$ cat src/rtl/rps_pkg.sv
package rps_pkg;

  localparam int CODE_W = 6;

  typedef enum logic [1:0] {
    OP_FORM  = 2'b00,
    OP_SET   = 2'b01,
    OP_RESET = 2'b10,
    OP_NONE  = 2'b11
  } op_e;

  typedef enum logic [2:0] {
    S_IDLE,
    S_SETUP,
    S_PULSE,
    S_POST,
    S_VFY,
    S_DONE
  } st_e;

  typedef struct packed {
    logic [CODE_W-1:0] wl_first;
    logic [CODE_W-1:0] wl_last;
    logic [CODE_W-1:0] drv_first;
    logic [CODE_W-1:0] drv_last;
    logic [CODE_W-1:0] wl_floor;
  } range_t;

  // built-in levels, in 0.1 V units
  localparam logic [CODE_W-1:0] FORM_WL_LO  = 6'd14;
  localparam logic [CODE_W-1:0] FORM_WL_HI  = 6'd25;
  localparam logic [CODE_W-1:0] FORM_BL_LO  = 6'd24;
  localparam logic [CODE_W-1:0] FORM_BL_HI  = 6'd33;
  localparam logic [CODE_W-1:0] SET_WL      = 6'd17;
  localparam logic [CODE_W-1:0] SET_BL      = 6'd24;
  localparam logic [CODE_W-1:0] RST_WL      = 6'd25;
  localparam logic [CODE_W-1:0] RST_SL      = 6'd26;
  localparam logic [CODE_W-1:0] WL_FLOOR_DF = 6'd5;

  function automatic range_t builtin_range(input op_e op);
    range_t r;
    r.wl_floor = WL_FLOOR_DF;
    case (op)
      OP_FORM: begin
        r.wl_first = FORM_WL_LO; r.wl_last = FORM_WL_HI;
        r.drv_first = FORM_BL_LO; r.drv_last = FORM_BL_HI;
      end
      OP_SET: begin
        r.wl_first = SET_WL; r.wl_last = SET_WL;
        r.drv_first = SET_BL; r.drv_last = SET_BL;
      end
      default: begin
        r.wl_first = RST_WL; r.wl_last = RST_WL;
        r.drv_first = RST_SL; r.drv_last = RST_SL;
      end
    endcase
    return r;
  endfunction

endpackage

$ cat src/rtl/rps_search.sv
module rps_search #(
  parameter int CODE_W = 6
) (
  input  logic              clk,
  input  logic              rst_n,
  input  logic              load,
  input  logic              advance,
  input  logic [CODE_W-1:0] wl_first,
  input  logic [CODE_W-1:0] wl_last,
  input  logic [CODE_W-1:0] drv_first,
  input  logic [CODE_W-1:0] drv_last,
  output logic [CODE_W-1:0] wl_lvl,
  output logic [CODE_W-1:0] drv_lvl,
  output logic              exhausted
);

  logic [CODE_W-1:0] wl_q, wl_d, drv_q, drv_d;
  logic [CODE_W-1:0] wl_first_q, wl_last_q, drv_last_q;
  logic              inner_end, outer_end, lvl_en;

  assign inner_end = (wl_q >= wl_last_q);
  assign outer_end = (drv_q >= drv_last_q);
  assign exhausted = inner_end && outer_end;
  assign lvl_en    = load || advance;

  always_comb begin
    wl_d  = wl_q;
    drv_d = drv_q;
    if (load) begin
      wl_d  = wl_first;
      drv_d = drv_first;
    end else if (advance) begin
      if (!inner_end) begin
        wl_d = wl_q + 1'b1;
      end else begin
        wl_d  = wl_first_q;
        drv_d = drv_q + 1'b1;
      end
    end
  end

  always_ff @(posedge clk or negedge rst_n) begin
    if (!rst_n) begin
      wl_q       <= '0;
      drv_q      <= '0;
      wl_first_q <= '0;
      wl_last_q  <= '0;
      drv_last_q <= '0;
    end else begin
      if (lvl_en) begin
        wl_q  <= wl_d;
        drv_q <= drv_d;
      end
      if (load) begin
        wl_first_q <= wl_first;
        wl_last_q  <= wl_last;
        drv_last_q <= drv_last;
      end
    end
  end

  assign wl_lvl  = wl_q;
  assign drv_lvl = drv_q;

  // the search never steps beyond its final point
  p_no_step_past_end_r8: assert property (@(posedge clk) disable iff (!rst_n)
    advance |-> !exhausted);

  // an outer step puts the wordline back at its first level
  p_wrap_wordline_r4: assert property (@(posedge clk) disable iff (!rst_n)
    (advance && !load && inner_end) |=> (wl_q == wl_first_q));

endmodule

$ cat src/rtl/rps_timer.sv
module rps_timer #(
  parameter int PW_W = 16
) (
  input  logic            clk,
  input  logic            rst_n,
  input  logic            load,
  input  logic            run,
  input  logic [PW_W-1:0] width,
  output logic            last
);

  logic [PW_W-1:0] cnt_q, cnt_d;
  logic            cnt_en;

  assign last   = (cnt_q == {{(PW_W-1){1'b0}}, 1'b1});
  assign cnt_en = load || (run && !last);

  always_comb begin
    if (load) cnt_d = (width == '0) ? {{(PW_W-1){1'b0}}, 1'b1} : width;
    else      cnt_d = cnt_q - 1'b1;
  end

  always_ff @(posedge clk or negedge rst_n) begin
    if (!rst_n)      cnt_q <= '0;
    else if (cnt_en) cnt_q <= cnt_d;
  end

  // a running pulse always has cycles left to count
  p_run_nonzero_r5: assert property (@(posedge clk) disable iff (!rst_n)
    run |-> (cnt_q != '0));

endmodule

$ cat src/rtl/rram_pulse_seq.sv
module rram_pulse_seq
  import rps_pkg::*;
#(
  parameter int PW_W     = 16,
  parameter int CLK_PS   = 5000,
  parameter int PULSE_NS = 1000
) (
  input  logic                clk,
  input  logic                rst_n,
  input  logic                start,
  input  logic [1:0]          op,
  input  logic                use_cfg,
  input  logic [CODE_W-1:0]   cfg_wl_first,
  input  logic [CODE_W-1:0]   cfg_wl_last,
  input  logic [CODE_W-1:0]   cfg_drv_first,
  input  logic [CODE_W-1:0]   cfg_drv_last,
  input  logic [CODE_W-1:0]   cfg_wl_floor,
  input  logic [PW_W-1:0]     cfg_pulse_cyc,
  input  logic                vfy_valid,
  input  logic                vfy_pass,
  output logic [CODE_W-1:0]   wl_code,
  output logic [CODE_W-1:0]   bl_code,
  output logic [CODE_W-1:0]   sl_code,
  output logic                pulse_en,
  output logic                vfy_req,
  output logic                busy,
  output logic                done,
  output logic                pass,
  output logic [2*CODE_W:0]   pulse_cnt
);

  localparam int CNT_W = 2*CODE_W + 1;
  localparam logic [PW_W-1:0] PW_DEF = PW_W'((PULSE_NS * 1000) / CLK_PS);

  st_e               st_q, st_d;
  op_e               op_q;
  logic [CODE_W-1:0] floor_q;
  logic [PW_W-1:0]   pw_q;
  logic              pass_q;
  logic [CNT_W-1:0]  cnt_q;

  range_t            sel_rng;
  logic [PW_W-1:0]   sel_pw;
  logic              start_ok, vfy_fail, step, active;
  logic [CODE_W-1:0] wl_lvl, drv_lvl, wl_eff;
  logic              exhausted, t_last;

  assign start_ok = start && (st_q == S_IDLE) && (op != OP_NONE);
  assign vfy_fail = (st_q == S_VFY) && vfy_valid && !vfy_pass;
  assign step     = vfy_fail && !exhausted;

  always_comb begin
    if (use_cfg) begin
      sel_rng.wl_first  = cfg_wl_first;
      sel_rng.wl_last   = cfg_wl_last;
      sel_rng.drv_first = cfg_drv_first;
      sel_rng.drv_last  = cfg_drv_last;
      sel_rng.wl_floor  = cfg_wl_floor;
      sel_pw            = cfg_pulse_cyc;
    end else begin
      sel_rng = builtin_range(op_e'(op));
      sel_pw  = PW_DEF;
    end
  end

  rps_search #(.CODE_W(CODE_W)) u_search (
    .clk       (clk),
    .rst_n     (rst_n),
    .load      (start_ok),
    .advance   (step),
    .wl_first  (sel_rng.wl_first),
    .wl_last   (sel_rng.wl_last),
    .drv_first (sel_rng.drv_first),
    .drv_last  (sel_rng.drv_last),
    .wl_lvl    (wl_lvl),
    .drv_lvl   (drv_lvl),
    .exhausted (exhausted)
  );

  rps_timer #(.PW_W(PW_W)) u_timer (
    .clk   (clk),
    .rst_n (rst_n),
    .load  (st_q == S_SETUP),
    .run   (st_q == S_PULSE),
    .width (pw_q),
    .last  (t_last)
  );

  // next state
  always_comb begin
    st_d = st_q;
    case (st_q)
      S_IDLE:  if (start_ok) st_d = S_SETUP;
      S_SETUP: st_d = S_PULSE;
      S_PULSE: if (t_last) st_d = S_POST;
      S_POST:  st_d = S_VFY;
      S_VFY: begin
        if (vfy_valid) begin
          if (vfy_pass || exhausted) st_d = S_DONE;
          else                       st_d = S_SETUP;
        end
      end
      S_DONE:  st_d = S_IDLE;
      default: st_d = S_IDLE;
    endcase
  end

  always_ff @(posedge clk or negedge rst_n) begin
    if (!rst_n) begin
      st_q    <= S_IDLE;
      op_q    <= OP_FORM;
      floor_q <= '0;
      pw_q    <= '0;
      pass_q  <= 1'b0;
      cnt_q   <= '0;
    end else begin
      st_q <= st_d;
      if (start_ok) begin
        op_q    <= op_e'(op);
        floor_q <= sel_rng.wl_floor;
        pw_q    <= sel_pw;
      end
      if (start_ok)
        pass_q <= 1'b0;
      else if ((st_q == S_VFY) && vfy_valid)
        pass_q <= vfy_pass;
      if (start_ok)
        cnt_q <= '0;
      else if (st_q == S_SETUP)
        cnt_q <= cnt_q + 1'b1;
    end
  end

  assign active = (st_q == S_SETUP) || (st_q == S_PULSE) ||
                  (st_q == S_POST)  || (st_q == S_VFY);
  assign wl_eff = (wl_lvl < floor_q) ? floor_q : wl_lvl;

  assign wl_code   = active ? wl_eff : '0;
  assign bl_code   = (active && (op_q != OP_RESET)) ? drv_lvl : '0;
  assign sl_code   = (active && (op_q == OP_RESET)) ? drv_lvl : '0;
  assign pulse_en  = (st_q == S_PULSE);
  assign vfy_req   = (st_q == S_VFY);
  assign busy      = (st_q != S_IDLE);
  assign done      = (st_q == S_DONE);
  assign pass      = pass_q;
  assign pulse_cnt = cnt_q;

  // codes hold steady for the whole pulse, including its first cycle
  p_codes_stable_in_pulse_r6: assert property (@(posedge clk) disable iff (!rst_n)
    pulse_en |-> ($stable(wl_code) && $stable(bl_code) && $stable(sl_code)));

  // the cycle after a pulse keeps the codes and does not yet verify
  p_settle_after_pulse_r6: assert property (@(posedge clk) disable iff (!rst_n)
    $fell(pulse_en) |-> ($stable(wl_code) && $stable(bl_code) && !vfy_req));

  // never both lines driven at once
  p_one_line_driven_r2: assert property (@(posedge clk) disable iff (!rst_n)
    !((bl_code != '0) && (sl_code != '0)));

  // wordline stays at or above the floor while pulsing
  p_wl_floor_r9: assert property (@(posedge clk) disable iff (!rst_n)
    pulse_en |-> (wl_code >= floor_q));

  // lines are released when the operation completes
  p_done_released_r8: assert property (@(posedge clk) disable iff (!rst_n)
    done |-> ((wl_code == '0) && (bl_code == '0) && (sl_code == '0)));

  // the captured operation cannot change while busy
  p_op_held_r10: assert property (@(posedge clk) disable iff (!rst_n)
    (busy && !done) |=> $stable(op_q));

  // done is a single-cycle strobe
  p_done_single_r7: assert property (@(posedge clk) disable iff (!rst_n)
    done |=> !done);

endmodule

$ cat config.mk
export PLATFORM = sky130hd
export DESIGN_NAME = rram_pulse_seq
export DESIGN_NICKNAME = d
export VERILOG_FILES = /design/src/rtl/rps_pkg.sv /design/src/rtl/rps_search.sv /design/src/rtl/rps_timer.sv /design/src/rtl/rram_pulse_seq.sv
export SDC_FILE = /design/constraint.sdc
export NUM_CORES = 1
export LEC_CHECK = 0
export BUFFER_PORTS_ARGS = -buffer_cell sky130_fd_sc_hd__buf_4
export CAP_MARGIN = 10
export CORE_ASPECT_RATIO = 0.75
export CORE_MARGIN = 2
export CORE_UTILIZATION = 50
export CTS_CLUSTER_DIAMETER = 100
export DETAILED_ROUTE_END_ITERATION = 8
export GPL_TIMING_DRIVEN = 0
export MAX_ROUTING_LAYER = met4
export PLACE_DENSITY = 0.73
export SETUP_SLACK_MARGIN = 0.02
export SYNTH_ARGS = -nofsm -noshare
export SYNTH_HDL_FRONTEND = slang
export SYNTH_SLANG_ARGS = --single-unit
$ cat constraint.sdc
create_clock -name clk -period 5.6 [get_ports clk]
set_clock_uncertainty 0.2 [all_clocks]
set_input_delay 0.28 -clock clk [delete_from_list [all_inputs] [get_ports clk]]
set_output_delay 0.28 -clock clk [all_outputs]
set_load 0.01 [all_outputs]
-- Word-level counts from Yosys, hierarchy flattened
Index checks and enable logic that the tools add are counted.
- bits in registers: 87
- word-level logic and storage cells: 85
- input port bits: 54
- $add $sub $neg: 4
- muxes and demuxes: 24
- $lt $le $gt $ge: 3
- reductions and logical operators: 29
- equal/unequal tests: 13
- operators by type and width (cell ; number):
    two-way mux 6 bit ; 10
    two-way mux 16 bit ; 3
    case mux 23 bit (2 select lines) ; 1
    two-way mux 30 bit ; 1
    two-way mux 13 bit ; 2
    equality test 16 x 1 -> 1 bit, second input constant ; 1
    zero test 16 bit ; 1
    subtractor 16 x 1 -> 16 bit, second input constant ; 1
    case mux 3 bit (5 select lines) ; 1
    adder 13 x 1 -> 13 bit, second input constant ; 1
    adder 6 x 1 -> 6 bit, second input constant ; 2
    greater-or-equal comparator 6 bit ; 2
    two-way mux 3 bit ; 4
    logical AND 1 bit ; 9
    inequality test 2 bit, second input constant ; 4
    nonzero test 2 bit ; 4
    equality test 3 x 2 -> 1 bit, second input constant ; 2
    equality test 3 bit, second input constant ; 2
    logical OR 1 bit ; 6
    less-than comparator 6 bit ; 1
    AND reduction 3 bit ; 2
    equality test 3 x 1 -> 1 bit, second input constant ; 1
    zero test 1 bit ; 3
    zero test 3 bit ; 1
    other kinds (7) ; 8

-- Longest topological paths before layout
- depth in word-level cells: 6
- depth in mapped cells: 8

-- Cells and area by module
A second synthesis with hierarchy kept.
- cell total of the unflattened synthesis: 608
- area total of the unflattened synthesis: 5370.2 sq um
- modules (own cells, without submodules) (module ; area each (sq um) ; instances ; cells each ; sequential area each (sq um)):
    rram_pulse_seq ; 2434.8 ; 1 ; 288 ; 1026.0
    rps_search ; 1759.2 ; 1 ; 181 ; 750.7
    rps_timer ; 1176.1 ; 1 ; 139 ; 400.4

-- Least setup slack after synthesis
No wires, ideal clock.
- path type: flip-flop to flip-flop
- start: reg u_search.wl_q[0], in the netlist u_search.wl_lvl[0]
- end: reg u_search.wl_q[2], in the netlist u_search.wl_lvl[2]
- library setup time: 0.123 ns
- setup slack: 3.257 ns
- data required time: 5.277 ns
- arrival time: 2.021 ns
- path buffers: 0
- period minus slack after synthesis: 2.343 ns
- stages on the path, launching flop included: 9
- cell sequence: dfrtp_1 inv_1 ha_1 nor2b_1 o21ai_1 a311o_1 nor2_2 or3_1 o221a_2
- longest elaborated chain between the ends: 6
- elaborated cells between the ends (all ways): 11
- classes of those cells: 1 x add/sub; 1 x order compare; 3 x mux; 6 x reduce/logical
- ends and longest elaborated chain (what ; line ; text):
    start, declared ; rps_search.sv:17 ; logic [CODE_W-1:0] wl_q, wl_d, drv_q, drv_d;
    start signal, assigned ; rps_search.sv:51 ; wl_q <= wl_d;
    greater-or-equal comparator 6 bit ; rps_search.sv:21 ; assign inner_end = (wl_q >= wl_last_q);
    logical AND 1 bit ; rps_search.sv:23 ; assign exhausted = inner_end && outer_end;
    zero test 1 bit ; rram_pulse_seq.sv:50 ; assign step = vfy_fail && !exhausted;
    logical AND 1 bit ; rram_pulse_seq.sv:50 ;
    nonzero test 2 bit (no line) or logical OR 1 bit (tied branches) ; - ;
    AND reduction 2 bit (no line) ; - ;
Several ways; a longest one is shown, not always the timed one. The select of a mux whose other input is x is not followed.
A chain may end at the register's enable or synchronous reset.

-- Final worst setup path
- start: reg u_search.wl_q[3], in the netlist u_search.wl_lvl[3]
- end: out wl_code[1]
- longest elaborated chain between the ends: 3
- ends and longest elaborated chain (what ; line ; text):
    less-than comparator 6 bit ; rram_pulse_seq.sv:136 ; assign wl_eff = (wl_lvl < floor_q) ? floor_q : wl_lvl;
    two-way mux 6 bit ; rram_pulse_seq.sv:136 ;
    two-way mux 6 bit ; rram_pulse_seq.sv:138 ; assign wl_code = active ? wl_eff : '0;
    end, declared ; rram_pulse_seq.sv:21 ; output logic [CODE_W-1:0] wl_code,
No other way between the ends.

==> flow_summary.ini <==
[die]
io-pin-count = 90
die_h_um = 90.84
die-width_um = 119.8
rows = 31
core_region_area_mm2 = 0.009736
start_util_pct = 51.64
dieArea_mm2 = 0.01088

[routing]
drc = 0
vias_per_cell = 5.720
wirelength_um = 14010
wire_per_inst_um = 17.23
antenna_left = 0
first_pass_iters = 5
via_count = 4650
drt_iter0_markers = 411

[worst_hold_path]
hold_depth = 3
worstHoldStart = cfg_pulse_cyc[8]
hp-class = in2reg
hold-path-endpoint = pw_q[8]

[worst_setup_path]
r2r-start = u_search.wl_lvl[0]
path_max_fanout = 7
cp-end-kind = primary output
reg2reg_depth = 8
reg2reg_to = u_search.wl_lvl[2]
arrival_ps = 2360
crit_type = reg2out
ff2ff_setup_slack_ps = 2770
crit_chain = ha_1, nand2_1, o21ai_0, a31o_2, clkbuf_1, mux2i_1, nor2_1, buf_4
max_stage_delay_ps = 480
crit_slowest_cell = dfrtp_1
critPathRequiredTime_ps = 5120
critPathLaunchType = flip-flop

[synth]
ys_types = 71
synthTopCellsByArea = dfrtp_1 43%, nand2_1 5.7%, ha_1 5.5%
yosysTopAreaCell = dfrtp_1
synth_fp_nets = 637
synth.most_common_cell = dfrtp_1
synth_flop_cell = dfrtp_1
synth.cell_area_mm2 = 0.005027
synthArstFlopShare_pct = 100.0
synth-seq-cells = 87
yosys_warnings = 0
ys_top_cells_by_count = 87 x dfrtp_1, 76 x nand2_1, 44 x nor2_1
synth_cells = 561
postSynthAreaPerCell_um2 = 8.961
yosysTopAreaCellShare_pct = 43.31
synth_enable_flop_cells = 0
synth-seq-area-share_pct = 43.31

[grt]
grt.overflow.total = 0
grt_usage_pct = 27.26
grt_max_degree = 88
grt_pass1_vias = 4403
grt_pass1_wl_um = 22470
antenna_found_initial = 0

[finish]
design_area_mm2 = 0.006324
drive_above_1_share_pct = 19.97
area_growth_pct = 25.78
finalNetCount = 752
fin_util_pct = 64.95
fin_cells = 813
diodes = 0

[placed_design]
dpl.hpwl_um = 10080
port_buffers = 88
place_congestion = 0.8793
dp.cells = 781
placed_area_mm2 = 0.005853

[power_and_ir_drop]
fin_total_pwr_mw = 3.420
p_leak_nw = 2.932
ir_drop_v = 0.0002831
power_density_mw_per_mm2 = 540.8

[cts]
clk_transition_reported_paths_ps = 60
cts_buffer_depth = 2
root_buffer = clkbuf_16
postCtsSetupBuffers = 0
cts.sinks = 87
cts_tree = done
cts_buffers = 9
clkLatencyLatePin_ps = 340
htreeDepth = 3

[timing]
timing.fmax_ghz = 0.3525
max_slew_margin_pct = 25.69
max_slew.worst_pin.slew_ps = 1115
slew_viol_final = 0
period_minus_slack_ps = 2837
rsz0062_at_grt = no
finalSetupTns_ps = 0
final_min_period_over_clock_period_pct = 50.65
finalSetupViolCount = 0
hold_viol_final = 0

[status]
status = finished clean

[job]
drv_cap = 0
-- area by class of cell --
class	instances	area (um^2)
repair buffers	104	820.8
clock inverters	3	40.04
fillers	838	3412
multi-input cells	416	2626
plain buffers	25	100.1
flip-flops and latches	87	2177
well taps	132	165.2
clock buffers	13	270.3
inverters	33	123.9
-- through the flow --
| stage | worst slack, ps | hold slack (ps) |
|---|---|---|
| 6_report | 2763 | 9.391 |
| 2_1_floorplan | 3257 | -215.6 |
| 5_1_grt | 2566 | 2.061 |
| 3_5_place_dp | 2887 | 281.3 |
| 4_1_cts | 2755 | 0.3907 |
| 3_3_place_gp | 2899 | 260.0 |
-- state kept, by name, summed over array words and instances, names as in the netlist --
signal               flops
floor_q                  6
op_q                     2
pass                     1
pulse_cnt               13
pw_q                    16
st_q                     3
u_search.drv_last_q      6
u_search.drv_lvl         6
u_search.wl_first_q      6
u_search.wl_last_q       6
u_search.wl_lvl          6
u_timer.cnt_q           16
-- worst max path at each step --
stage | startpoint | end | slack (ps)
after global placement | u_search.wl_lvl[0] | u_search.wl_lvl[2] | 2900
after detailed placement | u_search.wl_lvl[0] | u_search.wl_lvl[2] | 2890
final | u_search.wl_lvl[3] | wl_code[1] | 2760
after global routing | st_q[1] | sl_code[3] | 2570
after floorplan | u_search.wl_lvl[0] | u_search.wl_lvl[2] | 3260
after CTS | st_q[2] | sl_code[4] | 2750
-- where the power goes --
| part | internal (mW) | switching [mW] |
|---|---|---|
| clock | 0.381 | 0.248 |
| combinational | 0.704 | 0.968 |
| sequential | 0.875 | 0.243 |
-- cells in the final DEF (no fill, tap or decap), types with 4 or more instances in the layout --
cell,instances
nand2b_1,7
nor4_1,7
nor3_1,11
ha_1,22
buf_4,88
or3_1,4
o21ai_1,11
a21oi_1,29
clkbuf_16,9
o22ai_1,6
xnor2_1,8
a2bb2oi_1,4
dlygate4sd3_1,16
dfrtp_1,87
nand4_1,7
and2_1,14
a21o_1,5
inv_1,33
nand2_1,76
nor2_1,44
mux2i_1,7
a31oi_1,8
nand3_1,24
clkbuf_1,18
buf_2,5
o21ai_0,38
xor2_1,12
-- layer usage --
| layer | part of all wire, % | up-vias | GRT usage, % |
|---|---|---|---|
| met2 | 44 | 179 | 40.24 |
| met1 | 47 | 2244 | 38.51 |
| met4 | 1.6 | 0 | 7.157 |
| li1 | - | 2209 | - |
| met3 | 7.6 | 18 | 5.492 |
| met5 | 0 | - | - |
-- worst max-delay path, delay by kind of cell, from the launching register on --
kind            cells  cell delay (ps)
buf+inv             2              500
flops               1              480
compound gates      2              310
simple gates        2              110
mux                 1              260
fa+ha+maj           1              350
-- logic make-up after synthesis --
kind of cell	Yosys count	share of synthesized area (%)
AOI/OAI and AO/OA	140	18.34
DFF	87	43.31
muxes	7	1.394
adders and majority gates	22	5.475
and+or+nand+nor	227	23.54
buffers and inverters	58	4.455
xor gates and xnor gates	20	3.484
-- what timing repair did --
| item | in CTS | in global routing |
|---|---|---|
| endpoints found under the hold margin | 22 | 0 |
| hold buffers | 16 | 0 |
| gates resized for setup | 0 | 0 |
| setup endpoints to repair | 0 | 0 |
Power figures use the tool's default switching activity.
